`src/rtl/ioc_pkg.sv`:
```
package ioc_pkg;
  localparam int unsigned SEL_W = 2;

  typedef enum logic [SEL_W-1:0] {
    SEL_ARM    = 2'd0,
    SEL_MODE   = 2'd1,
    SEL_REF    = 2'd2,
    SEL_OUTCFG = 2'd3
  } reg_sel_e;

  localparam int unsigned OUTCFG_POL_BIT = 1;
  localparam int unsigned OUTCFG_ODR_BIT = 2;

  typedef struct packed {
    logic active_high;
    logic open_drain;
  } out_cfg_t;
endpackage

```
`src/rtl/ioc_cfg_regs.sv`:
```
module ioc_cfg_regs
  import ioc_pkg::*;
#(
  parameter int unsigned N_PINS = 8
) (
  input  logic              clk,
  input  logic              rst_n,
  input  logic              wr_en,
  input  logic [SEL_W-1:0]  wr_addr,
  input  logic [N_PINS-1:0] wr_data,
  output logic [N_PINS-1:0] arm,
  output logic [N_PINS-1:0] mode,
  output logic [N_PINS-1:0] refv,
  output out_cfg_t          ocfg,
  output logic [N_PINS-1:0] disarm_mask
);
  reg_sel_e sel;
  assign sel = reg_sel_e'(wr_addr);

  // Bits cleared by an arm write drop their pending flags in the same edge.
  assign disarm_mask = (wr_en && sel == SEL_ARM) ? ~wr_data : '0;

  always_ff @(posedge clk or negedge rst_n) begin
    if (!rst_n) begin
      arm  <= '0;
      mode <= '0;
      refv <= '0;
      ocfg <= '0;
    end else if (wr_en) begin
      unique case (sel)
        SEL_ARM:    arm  <= wr_data;
        SEL_MODE:   mode <= wr_data;
        SEL_REF:    refv <= wr_data;
        SEL_OUTCFG: begin
          ocfg.active_high <= wr_data[OUTCFG_POL_BIT];
          ocfg.open_drain  <= wr_data[OUTCFG_ODR_BIT];
        end
        default: ;
      endcase
    end
  end
endmodule

```
`src/rtl/ioc_detect.sv`:
```
module ioc_detect #(
  parameter int unsigned N_PINS = 8
) (
  input  logic              clk,
  input  logic              rst_n,
  input  logic [N_PINS-1:0] pin,
  input  logic [N_PINS-1:0] arm,
  input  logic [N_PINS-1:0] mode,
  input  logic [N_PINS-1:0] refv,
  output logic [N_PINS-1:0] hit
);
  logic [N_PINS-1:0] last_q;

  always_ff @(posedge clk or negedge rst_n) begin
    if (!rst_n) last_q <= '0;
    else        last_q <= pin;
  end

  for (genvar i = 0; i < N_PINS; i++) begin : g_pin
    logic basis;
    assign basis  = mode[i] ? refv[i] : last_q[i];
    assign hit[i] = arm[i] & (pin[i] ^ basis);
  end
endmodule

```
`src/rtl/ioc_capture.sv`:
```
module ioc_capture #(
  parameter int unsigned N_PINS = 8
) (
  input  logic              clk,
  input  logic              rst_n,
  input  logic [N_PINS-1:0] pin,
  input  logic [N_PINS-1:0] hit,
  input  logic              clear,
  input  logic [N_PINS-1:0] disarm_mask,
  output logic [N_PINS-1:0] flags,
  output logic [N_PINS-1:0] snap,
  output logic              pending
);
  logic [N_PINS-1:0] kept, flags_d;
  logic              onset;

  assign kept    = clear ? '0 : flags;
  assign flags_d = (kept | hit) & ~disarm_mask;
  assign onset   = (kept == '0) && (flags_d != '0);
  assign pending = |flags;

  always_ff @(posedge clk or negedge rst_n) begin
    if (!rst_n) begin
      flags <= '0;
      snap  <= '0;
    end else begin
      flags <= flags_d;
      if (onset) snap <= pin;
    end
  end
endmodule

```
`src/rtl/ioc_irq_drive.sv`:
```
module ioc_irq_drive
  import ioc_pkg::*;
(
  input  logic     pending,
  input  out_cfg_t ocfg,
  output logic     int_val,
  output logic     int_oe
);
  always_comb begin
    if (ocfg.open_drain) begin
      int_val = 1'b0;
      int_oe  = pending;
    end else begin
      int_val = ocfg.active_high ? pending : ~pending;
      int_oe  = 1'b1;
    end
  end
endmodule

```
`src/rtl/ioc_ctrl.sv`:
```
module ioc_ctrl
  import ioc_pkg::*;
#(
  parameter int unsigned N_PINS = 8
) (
  input  logic              clk,
  input  logic              rst_n,
  input  logic [N_PINS-1:0] pin_i,
  input  logic              wr_en_i,
  input  logic [SEL_W-1:0]  wr_addr_i,
  input  logic [N_PINS-1:0] wr_data_i,
  input  logic              rd_port_i,
  input  logic              rd_capture_i,
  output logic [N_PINS-1:0] flags_o,
  output logic [N_PINS-1:0] capture_o,
  output logic              int_o,
  output logic              int_oe_o
);
  logic [N_PINS-1:0] arm, mode, refv, disarm_mask, hit;
  out_cfg_t          ocfg;
  logic              pending;

  ioc_cfg_regs #(.N_PINS(N_PINS)) u_cfg (
    .clk(clk), .rst_n(rst_n), .wr_en(wr_en_i), .wr_addr(wr_addr_i),
    .wr_data(wr_data_i), .arm(arm), .mode(mode), .refv(refv),
    .ocfg(ocfg), .disarm_mask(disarm_mask)
  );

  ioc_detect #(.N_PINS(N_PINS)) u_det (
    .clk(clk), .rst_n(rst_n), .pin(pin_i), .arm(arm), .mode(mode),
    .refv(refv), .hit(hit)
  );

  ioc_capture #(.N_PINS(N_PINS)) u_cap (
    .clk(clk), .rst_n(rst_n), .pin(pin_i), .hit(hit),
    .clear(rd_port_i | rd_capture_i), .disarm_mask(disarm_mask),
    .flags(flags_o), .snap(capture_o), .pending(pending)
  );

  ioc_irq_drive u_drv (
    .pending(pending), .ocfg(ocfg), .int_val(int_o), .int_oe(int_oe_o)
  );
endmodule

```
`config.mk`:
```
export PLATFORM = sky130hd
export DESIGN_NAME = ioc_ctrl
export DESIGN_NICKNAME = d
export VERILOG_FILES = /design/src/rtl/ioc_pkg.sv /design/src/rtl/ioc_cfg_regs.sv /design/src/rtl/ioc_detect.sv /design/src/rtl/ioc_capture.sv /design/src/rtl/ioc_irq_drive.sv /design/src/rtl/ioc_ctrl.sv
export SDC_FILE = /design/constraint.sdc
export NUM_CORES = 1
export LEC_CHECK = 0
export ABC_AREA = 1
export CAP_MARGIN = 0
export CORE_ASPECT_RATIO = 0.6
export CORE_MARGIN = 5
export CORE_UTILIZATION = 58
export DETAILED_ROUTE_END_ITERATION = 10
export DONT_BUFFER_PORTS = 1
export PLACE_DENSITY = 0.74
export SYNTH_ARGS = -nofsm -noshare
export SYNTH_HDL_FRONTEND = slang
export SYNTH_SLANG_ARGS = --single-unit
```
`constraint.sdc`:
```
create_clock -name clk -period 1.8 [get_ports clk]
set_input_delay 0.09 -clock clk [delete_from_list [all_inputs] [get_ports clk]]
set_output_delay 0.09 -clock clk [all_outputs]
set_load 0.02 [all_outputs]
```
Yosys cells after proc, flatten, opt, wreduce, memory -nomap -nowiden:

Index checks and enable logic that the tools add are counted.

* bits in registers: 50
* output and inout port bits: 18
* logic and storage cells: 56

* eq/ne operators: 3
* multiplexer cells: 13
* bitwise logic cells: 22
* reduce and logical (&&, ||, !) cells: 10

Operators with widths (count)
* $mux 8: 2
* $not 8->8: 2
* $mux 1: 11
* $and 1x1->1: 8
* $and 8x8->8: 1
* $logic_not 8->1: 1
* $or 8x8->8: 1
* $reduce_and 2->1: 4
* $reduce_bool 8->1: 1
* $reduce_or 8->1: 1
* $xor 1x1->1: 8
* $eq 2x2->1 const B: 2
* $eq 2x1->1 const B: 1
* $logic_and 1x1->1: 2
* $logic_not 2->1: 1
* $not 1->1: 1
* $or 1x1->1: 1

Longest topological paths before layout:

* depth after elaboration: 7
* mapped depth: 13
* gate-level depth less buffers: 13

By module:

From an unflattened synthesis, not the netlist that was laid out.

* cells, all modules: 310
* area total of the unflattened synthesis: 2402.3 um^2

By module, submodules not included
* ioc_cfg_regs: instances 1, cells each 125, area each 1117.3 um^2, seq. area each 650.6 um^2
* ioc_capture: instances 1, cells each 103, area each 787.0 um^2, seq. area each 400.4 um^2
* ioc_detect: instances 1, cells each 72, area each 460.4 um^2, seq. area each 200.2 um^2
* ioc_irq_drive: instances 1, cells each 7, area each 26.3 um^2, seq. area each 0.0 um^2
* ioc_ctrl: instances 1, cells each 3, area each 11.3 um^2, seq. area each 0.0 um^2

Least setup slack after synthesis:

No wires, ideal clock.

* path kind: flip-flop to output port
* start point: register u_cap.flags[1]
* end point: output int_o
* arrival: 1.413 ns
* required time: 1.710 ns
* setup slack: 0.297 ns
* stages on the path, launching flop included: 5
* buffers on the path: 0
* path through: dfrtp_1 > nor4_1 > nand3_1 > xor2_1 > nor2_1

* word-level cells in the longest chain between the ends: 4

Ends and longest elaborated chain
* start, declared: RTL line ioc_capture.sv:10 `output logic [N_PINS-1:0] flags,`
* start signal, assigned: RTL line ioc_capture.sv:27 `flags <= flags_d;`
* $reduce_or 8->1 (*): RTL line ioc_capture.sv:20 `assign pending = |flags;`
* $not 1->1: RTL line ioc_irq_drive.sv:14 `int_val = ocfg.active_high ? pending : ~pending;`
* $mux 1 (*): RTL line ioc_irq_drive.sv:14
* $mux 1 (*): RTL line ioc_irq_drive.sv:10 `if (ocfg.open_drain) begin`
* end, declared: RTL line ioc_ctrl.sv:16 `output logic int_o,`

Mark *: on every way between the ends. The rest lies on a longest branch, timed or not.

Final worst setup path:

* start point: register u_cap.flags[7]
* end point: output int_o

The elaborated chain is that of the path after synthesis.

==> qor.txt <==
Status: finished, final reports clean
Hold endpoint: u_cfg.ocfg[0]
First-iteration detailed-routing DRC count: 137
Via density: 5.003
Netlist cell types: 20
Synth Area per Inst: 8.409 um^2
Non-Filler Instances: 337
Top delay family on crit path: simple AND/OR/NAND/NOR gates
FF+latch count, synth: 50
Skew-Pair Late Insertion Delay: 0.31 ns
Worst EP required: 1.71 ns
GRT overflow: 0
GRT Overall Usage: 20.13%
CP Buf/Inv Count: 1
Setup slack, reg-to-reg: 0.24 ns
Synth top area share: 56.15%
CP Cell Sequence: nor4_4, nand3_2, xor2_1, nor2_1, buf_4
Max stage delay on crit path: 0.48 ns
Psw: 0.8764 mW
Slew @ Worst Pin: 0.6072 ns
PwrDens: 1036 nW/um^2
Core Region: 3680 um^2
Ys Warns: 0
Synth area leaders: dfrtp_1 56%, nand2_1 15%, inv_1 6.1%, nand3_1 5.8%, o21ai_0 4.0%
Combinational power share: 19.1%
Filler instances: 304
Max Slew Vio Count: 0
Sequential area share after synthesis: 56.15%
Min-Delay Path Depth: 2
Number of global-route vias before repair: 1674
Pint: 1.805 mW
RSZ-0062 raised after global routing: true
DR pass1 iterations: 4
DRC Markers: 0
Minimum hold slack: 0.02876 ns
Die H: 58.02 um
Clock Sinks: 50
Commonest cells post-synth: 92 x nand2_1, 50 x dfrtp_1, 36 x inv_1, 26 x nand3_1, 18 x o21ai_0
Htree depth: 2
Final WL: 4788 um
IO Port Bufs: 0
Sequential fraction of design power: 55.7%
Clock Skews: 0.01459 ns
Synth async-reset ratio: 100.0%
Most used flip-flop cell after synthesis: dfrtp_1
Maximum vdd drop: 0.0006565 V
Hold Startpoint: wr_addr_i[1]
Top-count cell post-synth: nand2_1
Net Sw Frac: 32.69%
Layout cells sized above 1: 10.69%
Mapped Nets: 288
Met3 usage: 4.799%
Pin count of the biggest net entering global routing: 51
Endpoints failing hold: 0
Startpoint Class: flop
ANT cells: 0
Fmax: 0.5760 GHz
Most used routing layer in global routing: met2
CTS tree: built
Final nets: 312
Num CTS Buffers: 5
Cells after DPL: 312
Slew margin rel.: 59.40%
Initial antenna violation count: 0
Synth area leader: dfrtp_1
Reg2reg path depth: 7
Chip Width: 90.02 um
DIE AREA: 5223 um^2
RR Endpoint: u_cap.snap[3]
Hold WC Path Type: input port to flop
Leakage: 1.363 nW
Final TNS setup: 0 ns
P&R area growth vs syn: 16.17%
Clk slew on worst S/H paths: 0.10 ns
CP Max Fanout: 3
Initial Utilization: 60.56%
Vias post-DR: 1686
GRT met1 Usage: 28.86%
Final setup viols: 0
Detailed Place HPWL: 3352 um
Arrival time worst endpoint: 1.65 ns
Netlist area before placement: 2228 um^2
Final min period: 1.736 ns
First-pass GRT wire length: 8286 um
WS Path Type: flop to output port
Met2 Use GR: 31.35%
Crit. End Element: output port
Number of top-level pins: 41
Number of synthesized flops with an enable pin: 0
Power share of the clock group: 25.2%
Root Buffer: clkbuf_8
Period utilisation layout: 96.46%
Max-cap violations: 0
Slowest cell on the critical path: dfrtp_2
Cell Rows: 17
Antenna-violating nets left: 0
Post-Synthesis Cells: 265
WL per Instance: 14.21 um
Gpl congestion: 0.7934
Start of the worst register-to-register path: u_cap.flags[7]
Clock Tree Buf Depth: 2
## sequential cells by signal (all words and copies together), names as in the netlist
register	cells
u_cfg.ocfg	2
u_cfg.arm	8
u_cap.snap	8
u_cap.flags	8
u_cfg.mode	8
u_cfg.refv	8
u_det.last_q	8
## repair_timing
action                                  4_1_cts  5_1_grt
gates resized for setup                       3        1
hold buffers                                 16        0
pin swaps                                     1        3
endpoints found under the setup margin        1        1
endpoints found under the hold margin        84        0
buffers inserted                              0        1
## placed cells by master (no fill, tap or decap), types with 2 or more instances in the layout
cell type and n:
buf_4 4, clkbuf_8 6, clkinv_2 2, dfrtp_1 49, dlygate4sd3_1 15, inv_1 36
nand2_1 92, nand2_2 4, nand2_4 5, nand3_1 25, nand3_2 2, nand3b_1 3
nor2_1 15, nor2_2 2, o21a_1 4, o21ai_0 18
## power by group through the flow
stage / logic (mW) / clock network [mW] / registers (mW)
floorplan: 0.338 / 0 / 1.48
global placement: 0.422 / 0 / 1.50
detailed placement: 0.439 / 0 / 1.50
CTS: 0.509 / 0.689 / 1.49
global route: 0.591 / 0.748 / 1.51
finish: 0.513 / 0.675 / 1.49
## worst max path at each step
stage                        start     to  slack, ns  cells after the start
floorplan           u_cap.flags[1]  int_o       0.30                      4
global placement    u_cap.flags[7]  int_o       0.23                      5
detailed placement  u_cap.flags[7]  int_o       0.19                      5
CTS                 u_cap.flags[7]  int_o       0.04                      5
global route        u_cap.flags[7]  int_o      -0.06                      5
finish              u_cap.flags[7]  int_o       0.06                      5
## kinds of logic (layout without fill, tap and decap cells)
group	Yosys count	count (layout)	synth area share, %
AND/OR/NAND/NOR	151	151	30.60
flip-flops	50	50	56.15
buffers and inverters	41	66	7.467
AO/OA/AOI/OAI	22	22	5.390
XOR/XNOR	1	1	0.3931
## final cells by class
| class | instances | area, um^2 | area share (%) |
|---|---|---|---|
| timing repair buffer | 20 | 207.7 | 8.023 |
| multi-input combinational | 174 | 830.8 | 32.09 |
| inverter | 38 | 143.9 | 5.558 |
| clock buffer | 6 | 82.58 | 3.190 |
| clock inverter | 2 | 12.51 | 0.4833 |
| tap | 47 | 58.81 | 2.272 |
| sequential | 50 | 1252 | 48.38 |
## stage by stage
step | setup WS [ns] | power [mW] | area, um^2 | util (%)
6_report | 0.06377 | 2.681 | 2589 | 70.35
5_1_grt | -0.06343 | 2.853 | 2589 | 70.35
4_1_cts | 0.03749 | 2.690 | 2576 | 70.01
3_5_place_dp | 0.1916 | 1.941 | 2287 | 62.16
3_3_place_gp | 0.2321 | 1.922 | 2287 | 62.16
2_1_floorplan | 0.2971 | 1.818 | 2228 | -
## worst register-to-register path: stages (launching register included)
cell and delay (ns):
dfrtp_2 0.48, nor4_4 0.27, nand3_2 0.12, buf_4 0.15, nand2_2 0.17, nand2_4 0.11
nand2_1 0.09, nand2_1 0.07
## routing by layer
| metal | routed length [um] | vias up |
|---|---|---|
| met5 | 0 | - |
| met4 | 16 | 0 |
| met3 | 259 | 2 |
| met2 | 2144 | 36 |
| met1 | 2367 | 775 |
| li1 | - | 873 |
No activity file was read; power rests on OpenSTA's default activity.
